[config.mk]
export PLATFORM = sky130hd
export DESIGN_NAME = cq2_expander
export DESIGN_NICKNAME = d
export VERILOG_FILES = /design/src/rtl/cq2_pkg.sv /design/src/rtl/cq2_spload.sv /design/src/rtl/cq2_regop.sv /design/src/rtl/cq2_shift.sv /design/src/rtl/cq2_expander.sv
export SDC_FILE = /design/constraint.sdc
export NUM_CORES = 1
export LEC_CHECK = 0
export ABC_CLOCK_PERIOD_IN_PS = 3900
export BUFFER_PORTS_ARGS = -buffer_cell sky130_fd_sc_hd__buf_2
export CAP_MARGIN = 20
export CORE_AREA = 2 2 42 44
export DETAILED_ROUTE_END_ITERATION = 12
export DIE_AREA = 0 0 44 46
export GPL_TIMING_DRIVEN = 1
export PLACE_DENSITY = 0.79
export SLEW_MARGIN = 20
export SYNTH_ARGS = -nofsm -noshare
export SYNTH_HDL_FRONTEND = slang
export SYNTH_SLANG_ARGS = --single-unit
[constraint.sdc]
create_clock -name vclk -period 3.9
set_input_delay 0.585 -clock vclk [all_inputs]
set_output_delay 0.585 -clock vclk [all_outputs]
set_load 0.02 [all_outputs]
[src/rtl/cq2_pkg.sv]
package cq2_pkg;
  typedef struct packed {
    logic [31:0] word;
    logic        ill;
    logic        hint;
    logic        cust;
  } cq2_res_t;

  localparam logic [6:0] OP_LOAD  = 7'h03;
  localparam logic [6:0] OP_IMM   = 7'h13;
  localparam logic [6:0] OP_REG   = 7'h33;
  localparam logic [6:0] OP_JALR  = 7'h67;
  localparam logic [31:0] WORD_BRK = 32'h0010_0073;

  localparam cq2_res_t RES_ILL  = '{word: 32'h0, ill: 1'b1, hint: 1'b0, cust: 1'b0};
  localparam cq2_res_t RES_CUST = '{word: 32'h0, ill: 1'b0, hint: 1'b0, cust: 1'b1};

  function automatic logic [31:0] enc_i(input logic [11:0] imm, input logic [4:0] rs1,
                                        input logic [2:0] f3, input logic [4:0] rd,
                                        input logic [6:0] op);
    return {imm, rs1, f3, rd, op};
  endfunction

  function automatic logic [31:0] enc_r(input logic [4:0] rs2, input logic [4:0] rs1,
                                        input logic [4:0] rd);
    return {7'b0, rs2, rs1, 3'b000, rd, OP_REG};
  endfunction
endpackage

[src/rtl/cq2_spload.sv]
module cq2_spload
  import cq2_pkg::*;
#(
  parameter int BASE_W = 32
) (
  input  logic [12:2] fld,
  output cq2_res_t    word_res,
  output cq2_res_t    dword_res
);
  localparam logic [4:0] REG_SP = 5'd2;

  logic [4:0]  rd;
  logic [11:0] off_w;
  logic [11:0] off_d;

  assign rd    = fld[11:7];
  assign off_w = {4'b0, fld[3:2], fld[12], fld[6:4], 2'b00};
  assign off_d = {3'b0, fld[4:2], fld[12], fld[6:5], 3'b000};

  always_comb begin
    if (rd == 5'd0) word_res = RES_ILL;
    else            word_res = '{word: enc_i(off_w, REG_SP, 3'b010, rd, OP_LOAD),
                                 ill: 1'b0, hint: 1'b0, cust: 1'b0};
  end

  generate
    if (BASE_W == 64) begin : g_dword
      always_comb begin
        if (rd == 5'd0) dword_res = RES_ILL;
        else            dword_res = '{word: enc_i(off_d, REG_SP, 3'b011, rd, OP_LOAD),
                                      ill: 1'b0, hint: 1'b0, cust: 1'b0};
      end
    end else begin : g_no_dword
      assign dword_res = RES_ILL;
    end
  endgenerate
endmodule

[src/rtl/cq2_regop.sv]
module cq2_regop
  import cq2_pkg::*;
(
  input  logic [12:2] fld,
  output cq2_res_t    res
);
  logic       link;
  logic [4:0] rd;
  logic [4:0] rs2;

  assign link = fld[12];
  assign rd   = fld[11:7];
  assign rs2  = fld[6:2];

  always_comb begin
    res = RES_ILL;
    if (rs2 == 5'd0) begin
      if (!link) begin
        if (rd != 5'd0)
          res = '{word: enc_i(12'h0, rd, 3'b000, 5'd0, OP_JALR), ill: 1'b0, hint: 1'b0, cust: 1'b0};
      end else if (rd == 5'd0) begin
        res = '{word: WORD_BRK, ill: 1'b0, hint: 1'b0, cust: 1'b0};
      end else begin
        res = '{word: enc_i(12'h0, rd, 3'b000, 5'd1, OP_JALR), ill: 1'b0, hint: 1'b0, cust: 1'b0};
      end
    end else begin
      res = '{word: enc_r(rs2, link ? rd : 5'd0, rd), ill: 1'b0,
              hint: (rd == 5'd0), cust: 1'b0};
    end
  end
endmodule

[src/rtl/cq2_shift.sv]
module cq2_shift
  import cq2_pkg::*;
#(
  parameter int BASE_W = 32
) (
  input  logic [12:2] fld,
  output cq2_res_t    res
);
  localparam bit NARROW = (BASE_W == 32);

  logic [5:0] sh;
  logic [4:0] rd;

  assign sh = {fld[12], fld[6:2]};
  assign rd = fld[11:7];

  always_comb begin
    if (NARROW && sh[5]) res = RES_CUST;
    else res = '{word: enc_i({6'b0, sh}, rd, 3'b001, rd, OP_IMM), ill: 1'b0,
                 hint: (sh == 6'd0) || (rd == 5'd0), cust: 1'b0};
  end
endmodule

[src/rtl/cq2_expander.sv]
module cq2_expander
  import cq2_pkg::*;
#(
  parameter int BASE_W = 32
) (
  input  logic [15:0] instr_i,
  output logic [31:0] instr_o,
  output logic        illegal_o,
  output logic        hint_o,
  output logic        custom_o
);
  cq2_res_t lw_res, ld_res, reg_res, sh_res, sel;

  cq2_spload #(.BASE_W(BASE_W)) u_spload (
    .fld(instr_i[12:2]), .word_res(lw_res), .dword_res(ld_res));
  cq2_regop u_regop (.fld(instr_i[12:2]), .res(reg_res));
  cq2_shift #(.BASE_W(BASE_W)) u_shift (.fld(instr_i[12:2]), .res(sh_res));

  always_comb begin
    unique case (instr_i[15:13])
      3'b000:  sel = sh_res;
      3'b010:  sel = lw_res;
      3'b011:  sel = ld_res;
      3'b100:  sel = reg_res;
      default: sel = RES_ILL;
    endcase
    if (instr_i[1:0] != 2'b10) sel = RES_ILL;
  end

  assign instr_o   = sel.word;
  assign illegal_o = sel.ill;
  assign hint_o    = sel.hint;
  assign custom_o  = sel.cust;
endmodule

Word-level counts from Yosys, hierarchy flattened
Cells that the tools add are included.

storage, ports and cells
  register bits = 0
  input bits = 16
  output and inout port bits = 35
  word-level logic and storage cells = 18

operators by class
  eq/ne operators = 3
  muxes and demuxes = 9
  reduce and logical (&&, ||, !) cells = 6

operator list
  cell                number
  $mux 35             3
  $pmux 35 s3         1
  $mux 31             1
  $mux 28             1
  $mux 24             1
  $mux 23             1
  $logic_not 5->1     2
  $logic_not 6->1     1
  $mux 5              1
  $reduce_bool 5->1   1
  $eq 3x2->1 const B  1
  $eq 3x3->1 const B  1
  $logic_not 3->1     1
  $ne 2x2->1 const B  1
  $logic_or 1x1->1    1

Logic depth before layout (Yosys ltp)
Gate-level depths: netlist of the first run.

  depth in word-level cells = 6
  mapped depth = 5
  depth with buffers taken out = 3

Hierarchy
From an unflattened synthesis of the first run, not the netlist that was laid out.

second synthesis, totals
  cells, all modules = 328
  area total of the unflattened synthesis = 2683.8 um^2

by module, submodules not included
  module        instances  cells each  area each (um^2)  seq. area each (um^2)
  cq2_expander  1          166         1565.3            0.0
  cq2_spload    1          74          529.3             0.0
  cq2_regop     1          47          311.5             0.0
  cq2_shift     1          41          277.8             0.0

Worst setup path after synthesis of the first run
Ideal clock, no wire load.

  path type = input-to-output
  start point = input instr_i[3]
  end point = output instr_o[2]
  data arrival time = 1.938 ns
  path slack = 1.377 ns
  cell stages on the path = 3
  buffers on the path = 1
  cell sequence = or4_4 -> buf_6 -> nor4_1

between the ends
  cells in the longest elaborated chain, start to end = 4

RTL lines
  what                RTL line            text
  start: declaration  cq2_expander.sv:6   input logic [15:0] instr_i,
  $logic_not 5->1     cq2_regop.sv:17     if (rs2 == 5'd0) begin
  $mux 35             cq2_regop.sv:17
  $pmux 35 s3         cq2_expander.sv:20  unique case (instr_i[15:13])
  $mux 35             cq2_expander.sv:27  if (instr_i[1:0] != 2'b10) sel = RES_ILL;
  end: declaration    cq2_expander.sv:7   output logic [31:0] instr_o,

Every way passes these cells.

Final worst setup path of the first run
  start point = input instr_i[14]
  end point = output instr_o[16]

between the ends
  cells in the longest elaborated chain, start to end = 3
  elaborated cells between the ends (all ways) = 5
  those cells by class = 2 x eq/ne; 2 x mux; 1 x reduce/logical

RTL lines
  what                                      RTL line
  $eq 3x3->1, or another cell as far along  cq2_expander.sv:20
  $pmux 35 s3 (*)                           cq2_expander.sv:20
  $mux 35 (*)                               cq2_expander.sv:27

Every way passes the cells marked *; elsewhere a longest branch is shown, timed or not.

==> results of run 1 <==
worst max-delay path by stage:
stage	from	to	slack, ns	depth (start not counted)
floorplan	instr_i[3]	instr_o[2]	1.38	3
global route	instr_i[14]	instr_o[16]	1.09	5
finish	instr_i[14]	instr_o[16]	1.23	5
CTS	instr_i[14]	instr_o[16]	1.24	5
global placement	instr_i[14]	instr_o[16]	1.19	5
detailed placement	instr_i[14]	instr_o[16]	1.26	5
cells by family (layout without fill, tap and decap cells):
logic type             count (synthesis)  in the layout  synth area share, %
AOI/OAI and AO/OA                     20             20                 35.2
buffers and inverters                 20             54                 22.4
other                                  1              6                0.714
and+or+nand+nor                       34             34                 41.7
cell usage after synthesis:
cell                        n  area [um2]
sky130_fd_sc_hd__nor3_4     1        16.3
sky130_fd_sc_hd__nor2_1     5        18.8
sky130_fd_sc_hd__clkbuf_1   1        3.75
sky130_fd_sc_hd__o211ai_1   2        15.0
sky130_fd_sc_hd__nand4_1    1        6.26
sky130_fd_sc_hd__nand3_1    2        10.0
sky130_fd_sc_hd__nor4bb_1   1        10.0
sky130_fd_sc_hd__a21oi_1    4        20.0
sky130_fd_sc_hd__nor4_1     5        31.3
sky130_fd_sc_hd__nor3_1     6        30.0
sky130_fd_sc_hd__nor3b_1    6        45.0
sky130_fd_sc_hd__a21boi_1   3        22.5
sky130_fd_sc_hd__o311ai_4   1        26.3
sky130_fd_sc_hd__or4_1      1        7.51
sky130_fd_sc_hd__o21ai_1    1        5.00
sky130_fd_sc_hd__or3b_2     1        8.76
sky130_fd_sc_hd__o311ai_0   1        8.76
sky130_fd_sc_hd__nor4b_1    1        8.76
sky130_fd_sc_hd__o2111ai_2  1        15.0
sky130_fd_sc_hd__or2b_1     1        7.51
sky130_fd_sc_hd__o22ai_1    1        6.26
sky130_fd_sc_hd__buf_6      2        22.5
sky130_fd_sc_hd__inv_1      9        33.8
sky130_fd_sc_hd__o31ai_1    1        7.51
sky130_fd_sc_hd__clkbuf_2   1        5.00
sky130_fd_sc_hd__conb_1     1        3.75
sky130_fd_sc_hd__a211oi_1   2        15.0
sky130_fd_sc_hd__a2111oi_2  1        15.0
sky130_fd_sc_hd__a2bb2o_4   1        20.0
sky130_fd_sc_hd__or4_4      1        11.3
sky130_fd_sc_hd__buf_4      7        52.6
sky130_fd_sc_hd__a31o_1     1        8.76
sky130_fd_sc_hd__nand2_1    2        7.51
layer usage:
| layer | routed length [um] | vias to the layer above | GRT usage [%] | share of wire [%] |
|---|---|---|---|---|
| li1 | - | 357 | - | - |
| met1 | 658 | 313 | 20.6 | 42 |
| met2 | 759 | 36 | 25.9 | 49 |
| met3 | 142 | 0 | 0.794 | 9.1 |
| met4 | 0 | 0 | 0 | 0 |
| met5 | 0 | - | 0 | 0 |
power by group through the flow:
| stage | logic, mW | registers (mW) | clock network, mW |
|---|---|---|---|
| after floorplan | 0.0414 | 0 | 0 |
| after global placement | 0.0547 | 0 | 0 |
| after detailed placement | 0.0556 | 0 | 0 |
| after CTS | 0.0557 | 0 | 0 |
| after global routing | 0.0609 | 0 | 0 |
| final | 0.0558 | 0 | 0 |
worst max-delay path, cell delays in order:
cell and delay (ns):
sky130_fd_sc_hd__buf_2 0.15, sky130_fd_sc_hd__nor4b_1 0.40, sky130_fd_sc_hd__o21ai_1 0.39, sky130_fd_sc_hd__o31ai_1 0.34
sky130_fd_sc_hd__buf_2 0.21
final cells by class:
| type | instances | area, um2 |
|---|---|---|
| Tap cell | 17 | 21.3 |
| Inverter | 9 | 33.8 |
| Fill cell | 174 | 907 |
| Timing Repair Buffer | 45 | 225 |
| Multi-Input combinational cell | 60 | 427 |
through the flow:
stage | setup WS (ns) | total power [mW] | cells
2_1_floorplan | 1.38 | 0.0414 | 80
3_3_place_gp | 1.19 | 0.0547 | 131
3_5_place_dp | 1.26 | 0.0556 | 131
4_1_cts | 1.24 | 0.0557 | 131
5_1_grt | 1.09 | 0.0609 | 131
6_report | 1.23 | 0.0558 | 131
==> summary.md, run 1 <==
| Metric | Value |
|---|---|
| Drt wl/cell | `11.9 um` |
| CP startpoint kind | `primary input` |
| Maximum number of pins on one net before global-route repair | `14` |
| CLK BUF | `0` |
| Layout net count | `132` |
| Number of optimization iterations in the first detailed-route pass | `4` |
| Std-Cell Rows | `15` |
| Power spent charging and discharging nets | `0.0374 mW` |
| Die span in y | `46 um` |
| Final design area excluding fillers | `707 um2` |
| Final hold vios | `0` |
| Per-instance average area after synthesis | `7.01 um2` |
| Detailed-route DRC error count | `0` |
| Internal power | `0.0184 mW` |
| Core Util, Final | `43.8%` |
| Global routing usage summed across all routing layers | `14.6%` |
| Mapped cell area | `526 um2` |
| Via count | `706` |
| Wire length reported by the detailed router | `1560 um` |
| Ratio of final minimum period to clock period | `68.3%` |
| Sequential-to-total area share from yosys stat | `0%` |
| Startpoint of the tightest hold check path | `instr_i[3]` |
| Count of final max-slew check failures | `0` |
| Count of unique library cells instantiated by Yosys | `33` |
| Die outline area | `2020 um2` |
| Min-Delay Endpoint | `instr_o[27]` |
| Core footprint | `1610 um2` |
| Highest clock rate | `0.375 GHz` |
| IR drop worst, VDD | `0.0302 mV` |
| Final GP Congestion | `0.764` |
| Worst setup path category | `primary input to output port` |
| Net Sw Frac | `67.0%` |
| Initial drt markers | `11` |
| Number of global-route vias before repair | `584` |
| Count of maximum capacitance violations | `0` |
| Highest net fanout along the worst path | `13` |
| Critical path arrival | `2.08 ns` |
| Area growth from synthesis to layout | `34.5%` |
| Grt ovf | `0` |
| Required time at the endpoint of the critical path | `3.31 ns` |
| Synthesis warning total | `0` |
| Initial standard-cell utilization of the core | `32.6%` |
| Number of input and output port buffers inserted | `45` |
| Worst hold-check path type | `primary input to output port` |
| Detail-routed via count per cell | `5.39` |
| Cells resized by post-CTS repair | `0` |
| Unrepaired setup endpoints after global routing | `false` |
| Die X | `44 um` |
| Number of cells on the worst hold path | `4` |
| Count of nets left with antenna violations after detail routing | `0` |
| Sequential share of power | `0%` |
| Area after detailed placement | `707 um2` |
| Sequential cell area | `0 um2` |
| P_leak | `0.374 nW` |
| Kind of end point of the critical path | `output port` |
| Result of the run | `completed` |
| Seq cells | `0` |
| Fin Hold WS | `1.53 ns` |
| Global-route wire length before repair | `2420 um` |
| Number of antenna violations at the first check in global routing | `0` |
| Min Clock Period, post-route | `2.67 ns` |
| Top library cells by usage in the layout, fill and taps aside | `45 x sky130_fd_sc_hd__buf_2, 9 x sky130_fd_sc_hd__inv_1, 6 x sky130_fd_sc_hd__nor3b_1, 6 x sky130_fd_sc_hd__nor3_1, 6 x sky130_fd_sc_hd__conb_1` |
| Gate Count Post-Synth | `75` |
| Most common library cell in the layout ignoring fill and taps | `sky130_fd_sc_hd__buf_2` |
| Final setup violation count | `0` |
| I/O pins | `51` |
| Antenna cell count | `0` |
| Relative slew slack | `44.6%` |
| Final setup TNS | `0 ns` |
| Power per Cell Area | `79.0 nW/um2` |
| Number of hold-repair buffers added at the cts stage | `0` |
| Fraction of layout instances using a drive strength above 1 | `45.6%` |
| Worst-Margin Slew | `0.825 ns` |
| Post-CTS setup repair buffer count | `0` |
| DP Wirelength | `1280 um` |
| Fraction of power consumed by combinational cells | `100.0%` |
| Clock share of power | `0%` |
(Power assumes the default switching activity.)
==> inputs of run 2 (changes only) <==
--- a/config.mk
+++ b/config.mk
@@ -5,14 +5,15 @@
 export SDC_FILE = /design/constraint.sdc
 export NUM_CORES = 1
 export LEC_CHECK = 0
-export ABC_CLOCK_PERIOD_IN_PS = 3900
+export ABC_AREA = 1
+export ABC_CLOCK_PERIOD_IN_PS = 2300
 export BUFFER_PORTS_ARGS = -buffer_cell sky130_fd_sc_hd__buf_2
 export CAP_MARGIN = 20
-export CORE_AREA = 2 2 42 44
+export CORE_AREA = 2 2 43 45
 export DETAILED_ROUTE_END_ITERATION = 12
-export DIE_AREA = 0 0 44 46
+export DIE_AREA = 0 0 45 47
 export GPL_TIMING_DRIVEN = 1
-export PLACE_DENSITY = 0.79
+export PLACE_DENSITY = 0.8
 export SLEW_MARGIN = 20
 export SYNTH_ARGS = -nofsm -noshare
 export SYNTH_HDL_FRONTEND = slang
==> constraint.sdc (replaced) <==
create_clock -name vclk -period 2.3
set_input_delay 0.345 -clock vclk [all_inputs]
set_output_delay 0.345 -clock vclk [all_outputs]
set_load 0.02 [all_outputs]
==> summary.md, run 2 <==
| Metric | Value |
|---|---|
| Final hold vios | `0` |
| Ratio of final minimum period to clock period | `81.7%` |
| Clock share of power | `0%` |
| Gate Count Post-Synth | `110` |
| Most common library cell in the layout ignoring fill and taps | `sky130_fd_sc_hd__buf_2` |
| Fraction of synthesized cell area taken by the top area cell type | `17.8%` |
| Detailed-route DRC error count | `0` |
| Min Clock Period, post-route | `1.88 ns` |
| Detail-routed via count per cell | `4.53` |
| Core footprint | `1650 um2` |
| Std-Cell Rows | `15` |
| CP startpoint kind | `primary input` |
| Fin Hold WS | `1.02 ns` |
| Layout net count | `170` |
| Number of antenna violations at the first check in global routing | `0` |
| Count of maximum capacitance violations | `0` |
| Final setup TNS | `0 ns` |
| Worst setup path category | `primary input to output port` |
| Sequential share of power | `0%` |
| Required time at the endpoint of the critical path | `1.96 ns` |
| Die span in y | `47 um` |
| Die X | `45 um` |
| Area growth from synthesis to layout | `36.8%` |
| Fraction of power consumed by combinational cells | `100.0%` |
| Mapped cell area | `548 um2` |
| Most frequent cell after synthesis | `sky130_fd_sc_hd__nor2_1` |
| Critical path arrival | `1.53 ns` |
| Highest net fanout along the worst path | `11` |
| Initial standard-cell utilization of the core | `33.2%` |
| Internal power | `0.0265 mW` |
| Die outline area | `2120 um2` |
| I/O pins | `51` |
| Dominant cell type by area after synthesis | `sky130_fd_sc_hd__nor2_1` |
| Sequential-to-total area share from yosys stat | `0%` |
| Slowest-stage cell, CP | `sky130_fd_sc_hd__inv_1` |
| P_leak | `0.553 nW` |
| Initial drt markers | `14` |
| Cells resized by post-CTS repair | `0` |
| Top library cells by usage in the layout, fill and taps aside | `45 x sky130_fd_sc_hd__buf_2, 26 x sky130_fd_sc_hd__nor2_1, 24 x sky130_fd_sc_hd__nand2_1, 20 x sky130_fd_sc_hd__inv_1, 8 x sky130_fd_sc_hd__nand3_1` |
| Wire length reported by the detailed router | `1560 um` |
| IR drop worst, VDD | `0.0450 mV` |
| Kind of end point of the critical path | `output port` |
| Highest clock rate | `0.532 GHz` |
| Result of the run | `completed` |
| Top area cells in the synthesized netlist | `sky130_fd_sc_hd__nor2_1 18%, sky130_fd_sc_hd__nand2_1 16%, sky130_fd_sc_hd__inv_1 14%` |
| Largest delay contributor family on the critical path | `buffers and inverters` |
| Count of final max-slew check failures | `0` |
| Final setup violation count | `0` |
| Unrepaired setup endpoints after global routing | `false` |
| Cell-by-cell trace of the critical path | `buf_2 -> nor2_4 -> nand3_1 -> inv_1 -> nand2_1 -> nand2_1 -> inv_2 -> nor2_1 -> buf_2` |
| Count of nets left with antenna violations after detail routing | `0` |
| Post-CTS setup repair buffer count | `0` |
| CLK BUF | `0` |
| Final GP Congestion | `0.845` |
| Seq cells | `0` |
| Number of global-route vias before repair | `553` |
| DP Wirelength | `1370 um` |
| Count of unique library cells instantiated by Yosys | `19` |
| Per-instance average area after synthesis | `4.98 um2` |
| Global-route wire length before repair | `2100 um` |
| Worst hold-check path type | `primary input to output port` |
| Synthesis warning total | `0` |
| Power per Cell Area | `116 nW/um2` |
| Via count | `765` |
| Leading cell types by count after synthesis | `26 x sky130_fd_sc_hd__nor2_1, 24 x sky130_fd_sc_hd__nand2_1, 20 x sky130_fd_sc_hd__inv_1` |
| Maximum number of pins on one net before global-route repair | `12` |
| Fraction of layout instances using a drive strength above 1 | `38.8%` |
| Number of hold-repair buffers added at the cts stage | `0` |
| Highest cell delay on the worst timing path | `0.25 ns` |
| Number of input and output port buffers inserted | `45` |
| Buf+Inv Stages, Crit Path | `4` |
| Power spent charging and discharging nets | `0.0604 mW` |
| Number of optimization iterations in the first detailed-route pass | `5` |
| Global routing usage summed across all routing layers | `12.6%` |
| Net Sw Frac | `69.5%` |
| Grt ovf | `0` |
| Antenna cell count | `0` |
| Drt wl/cell | `9.21 um` |
| Sequential cell area | `0 um2` |
## run 2: cell types whose count changed in the layout (fill, tap and decap cells not counted), moves of 4 or more
cell	change
sky130_fd_sc_hd__nor2_1	+21
sky130_fd_sc_hd__inv_1	+11
sky130_fd_sc_hd__nand3_1	+6
sky130_fd_sc_hd__nor4_1	-5
sky130_fd_sc_hd__nand2_1	+22
sky130_fd_sc_hd__nand3_2	+4
sky130_fd_sc_hd__nor3b_1	-6
sky130_fd_sc_hd__nor3_1	-6
## run 2: metal layers
layer | track usage, % | routed length [um] | share of wire (%)
met3 | 0.769 | 142 | 9.1
met4 | 0 | 0 | 0
met1 | 14.6 | 602 | 39
met2 | 26.6 | 811 | 52
met5 | 0 | 0 | 0
## run 2: cells by family (layout without fill, tap and decap cells)
family                 Yosys count  count (layout)  share of synthesized area, %
buffers and inverters           31              68                          27.6
and+or+nand+nor                 69              69                          62.3
AOI/OAI and AO/OA                9               9                          9.36
other                            1               6                         0.684
## run 2: power by group through the flow
| stage | clock network [mW] | registers, mW | logic [mW] |
|---|---|---|---|
| floorplan | 0 | 0 | 0.0635 |
| global placement | 0 | 0 | 0.0852 |
| detailed placement | 0 | 0 | 0.0867 |
| CTS | 0 | 0 | 0.0871 |
| global route | 0 | 0 | 0.0959 |
| finish | 0 | 0 | 0.0868 |
## run 2: cell type report
type	instances	area, um2
Tap cell	17	21.3
Multi-Input combinational cell	84	415
Timing Repair Buffer	45	225
Fill cell	194	902
Inverter	23	87.6
## run 2: per-stage QoR
step	instance area [um2]	utilization (%)	cells	power (mW)	setup slack, ns
final	749	45.4	169	0.0868	0.422
after global routing	749	45.4	169	0.0959	0.265
after CTS	749	45.4	169	0.0871	0.413
after detailed placement	749	45.4	169	0.0867	0.415
after global placement	749	45.4	169	0.0852	0.472
after floorplan	567	-	115	0.0635	0.533
## run 2: final timing paths
kind	startpoint	end	slack, ns	cells past startpoint
hold / removal	instr_i[5]	instr_o[23]	1.02	4
setup / recovery	instr_i[0]	instr_o[1]	0.42	9
==> inputs of run 3 (changes only) <==
--- a/config.mk
+++ b/config.mk
@@ -6,14 +6,14 @@
 export NUM_CORES = 1
 export LEC_CHECK = 0
 export ABC_AREA = 1
-export ABC_CLOCK_PERIOD_IN_PS = 2300
+export ABC_CLOCK_PERIOD_IN_PS = 1760
 export BUFFER_PORTS_ARGS = -buffer_cell sky130_fd_sc_hd__buf_2
 export CAP_MARGIN = 20
 export CORE_AREA = 2 2 43 45
 export DETAILED_ROUTE_END_ITERATION = 12
 export DIE_AREA = 0 0 45 47
 export GPL_TIMING_DRIVEN = 1
-export PLACE_DENSITY = 0.8
+export PLACE_DENSITY = 0.77
 export SLEW_MARGIN = 20
 export SYNTH_ARGS = -nofsm -noshare
 export SYNTH_HDL_FRONTEND = slang
==> constraint.sdc (replaced) <==
create_clock -name vclk -period 1.76
set_input_delay 0.264 -clock vclk [all_inputs]
set_output_delay 0.264 -clock vclk [all_outputs]
set_load 0.02 [all_outputs]
==> summary.md, run 3 (synthesis results as in run 2) <==
| Metric | Value |
|---|---|
| Count of maximum capacitance violations | `0` |
| Final hold vios | `0` |
| Cells resized by post-CTS repair | `0` |
| DP Wirelength | `1380 um` |
| Non-Filler Instances | `170` |
| Overall Power | `0.115 mW` |
| Maximum number of pins on one net before global-route repair | `10` |
| Highest clock rate | `0.628 GHz` |
| Antenna cell count | `0` |
| Count of nets left with antenna violations after detail routing | `0` |
| Required time at the endpoint of the critical path | `1.50 ns` |
| Highest cell delay on the worst timing path | `0.22 ns` |
| Final GP Congestion | `0.810` |
| Power per Cell Area | `153 nW/um2` |
| Ratio of final minimum period to clock period | `90.4%` |
| Kind of end point of the critical path | `output port` |
| Post-CTS setup repair buffer count | `0` |
| Unrepaired setup endpoints after global routing | `false` |
| Number of cells on the worst hold path | `4` |
| Highest net fanout along the worst path | `8` |
| Internal power | `0.0356 mW` |
| Area after detailed placement | `757 um2` |
| CP startpoint kind | `primary input` |
| Most common library cell in the layout ignoring fill and taps | `sky130_fd_sc_hd__buf_2` |
| Number of placed instances with taps included | `170` |
| Layout net count | `171` |
| Area growth from synthesis to layout | `38.1%` |
| Wire length reported by the detailed router | `1570 um` |
| P_leak | `0.559 nW` |
| Slowest-stage cell, CP | `sky130_fd_sc_hd__inv_1` |
| Worst setup slack before clock tree synthesis | `0.165 ns` |
| Die outline area | `2120 um2` |
| Cell-by-cell trace of the critical path | `buf_2 -> inv_1 -> o21ai_0 -> inv_1 -> nand2_1 -> nand2_1 -> inv_2 -> nor2_1 -> buf_2` |
| Number of stages on the worst setup path | `9` |
| Buf+Inv Stages, Crit Path | `5` |
| Number of optimization iterations in the first detailed-route pass | `4` |
| Fillcell total | `179` |
| Final design area excluding fillers | `757 um2` |
| Final setup TNS | `0 ns` |
| Sequential cell area | `0 um2` |
| Die span in y | `47 um` |
| CLK BUF | `0` |
| Result of the run | `completed` |
| Global routing usage summed across all routing layers | `13.3%` |
| I/O pins | `51` |
| Number of global-route vias before repair | `577` |
| Core footprint | `1650 um2` |
| Seq cells | `0` |
| Worst hold-check path type | `primary input to output port` |
| Critical path arrival | `1.33 ns` |
| Number of antenna violations at the first check in global routing | `0` |
| Min Clock Period, post-route | `1.59 ns` |
| IR drop worst, VDD | `0.0497 mV` |
| Drt wl/cell | `9.24 um` |
| Final WS setup | `0.168 ns` |
| Power spent charging and discharging nets | `0.0799 mW` |
| Detailed-route DRC error count | `0` |
| Die X | `45 um` |
| Worst setup path category | `primary input to output port` |
| Largest delay contributor family on the critical path | `buffers and inverters` |
| Initial standard-cell utilization of the core | `33.2%` |
| Initial drt markers | `13` |
| Net Sw Frac | `69.2%` |
| Number of input and output port buffers inserted | `45` |
| Final setup violation count | `0` |
| Number of hold-repair buffers added at the cts stage | `0` |
| Grt ovf | `0` |
| Via count | `755` |
| Top library cells by usage in the layout, fill and taps aside | `45 x sky130_fd_sc_hd__buf_2, 26 x sky130_fd_sc_hd__nor2_1, 24 x sky130_fd_sc_hd__nand2_1, 20 x sky130_fd_sc_hd__inv_1, 8 x sky130_fd_sc_hd__nand3_1` |
| Clock share of power | `0%` |
| Detail-routed via count per cell | `4.44` |
| Fraction of power consumed by combinational cells | `100.0%` |
| Sequential share of power | `0%` |
| Std-Cell Rows | `15` |
| Fraction of layout instances using a drive strength above 1 | `39.2%` |
| Global-route wire length before repair | `2270 um` |
| Count of final max-slew check failures | `0` |
[run 3: cell count changes in the layout (fill, tap and decap cells not counted), sizes merged]
cell  before  now
buf       45   46
[run 3: power groups by stage]
stage / registers, mW / logic (mW) / clock network (mW)
final: 0 / 0.115 / 0
after global routing: 0 / 0.129 / 0
after CTS: 0 / 0.115 / 0
after detailed placement: 0 / 0.115 / 0
after global placement: 0 / 0.113 / 0
after floorplan: 0 / 0.0829 / 0
[run 3: final cells by class]
class              instances  area [um2]  area share, %
inverters                 23        87.6           11.6
well taps                 17        21.3           2.81
repair buffers            46         233           30.7
multi-input cells         84         415           54.9
[run 3: path summary, 6_finish.rpt]
kind | startpoint | slack, ns | endpoint
setup / recovery | instr_i[12] | 0.17 | instr_o[1]
hold / removal | instr_i[5] | 0.85 | instr_o[23]
[run 3: per-layer routing]
layer / up-vias / wire [um] / global-route usage [%]
met2: 27 / 781 / 27.7
met5: - / 0 / 0
met3: 0 / 124 / 0.385
li1: 405 / - / -
met4: 0 / 0 / 0
met1: 323 / 665 / 15.9
[run 3: metrics by stage]
step	hold slack [ns]	utilization (%)
3_3_place_gp	0.850	45.8
3_5_place_dp	0.854	45.8
6_report	0.854	45.8
5_1_grt	0.861	45.8
2_1_floorplan	0.647	-
4_1_cts	0.855	45.8
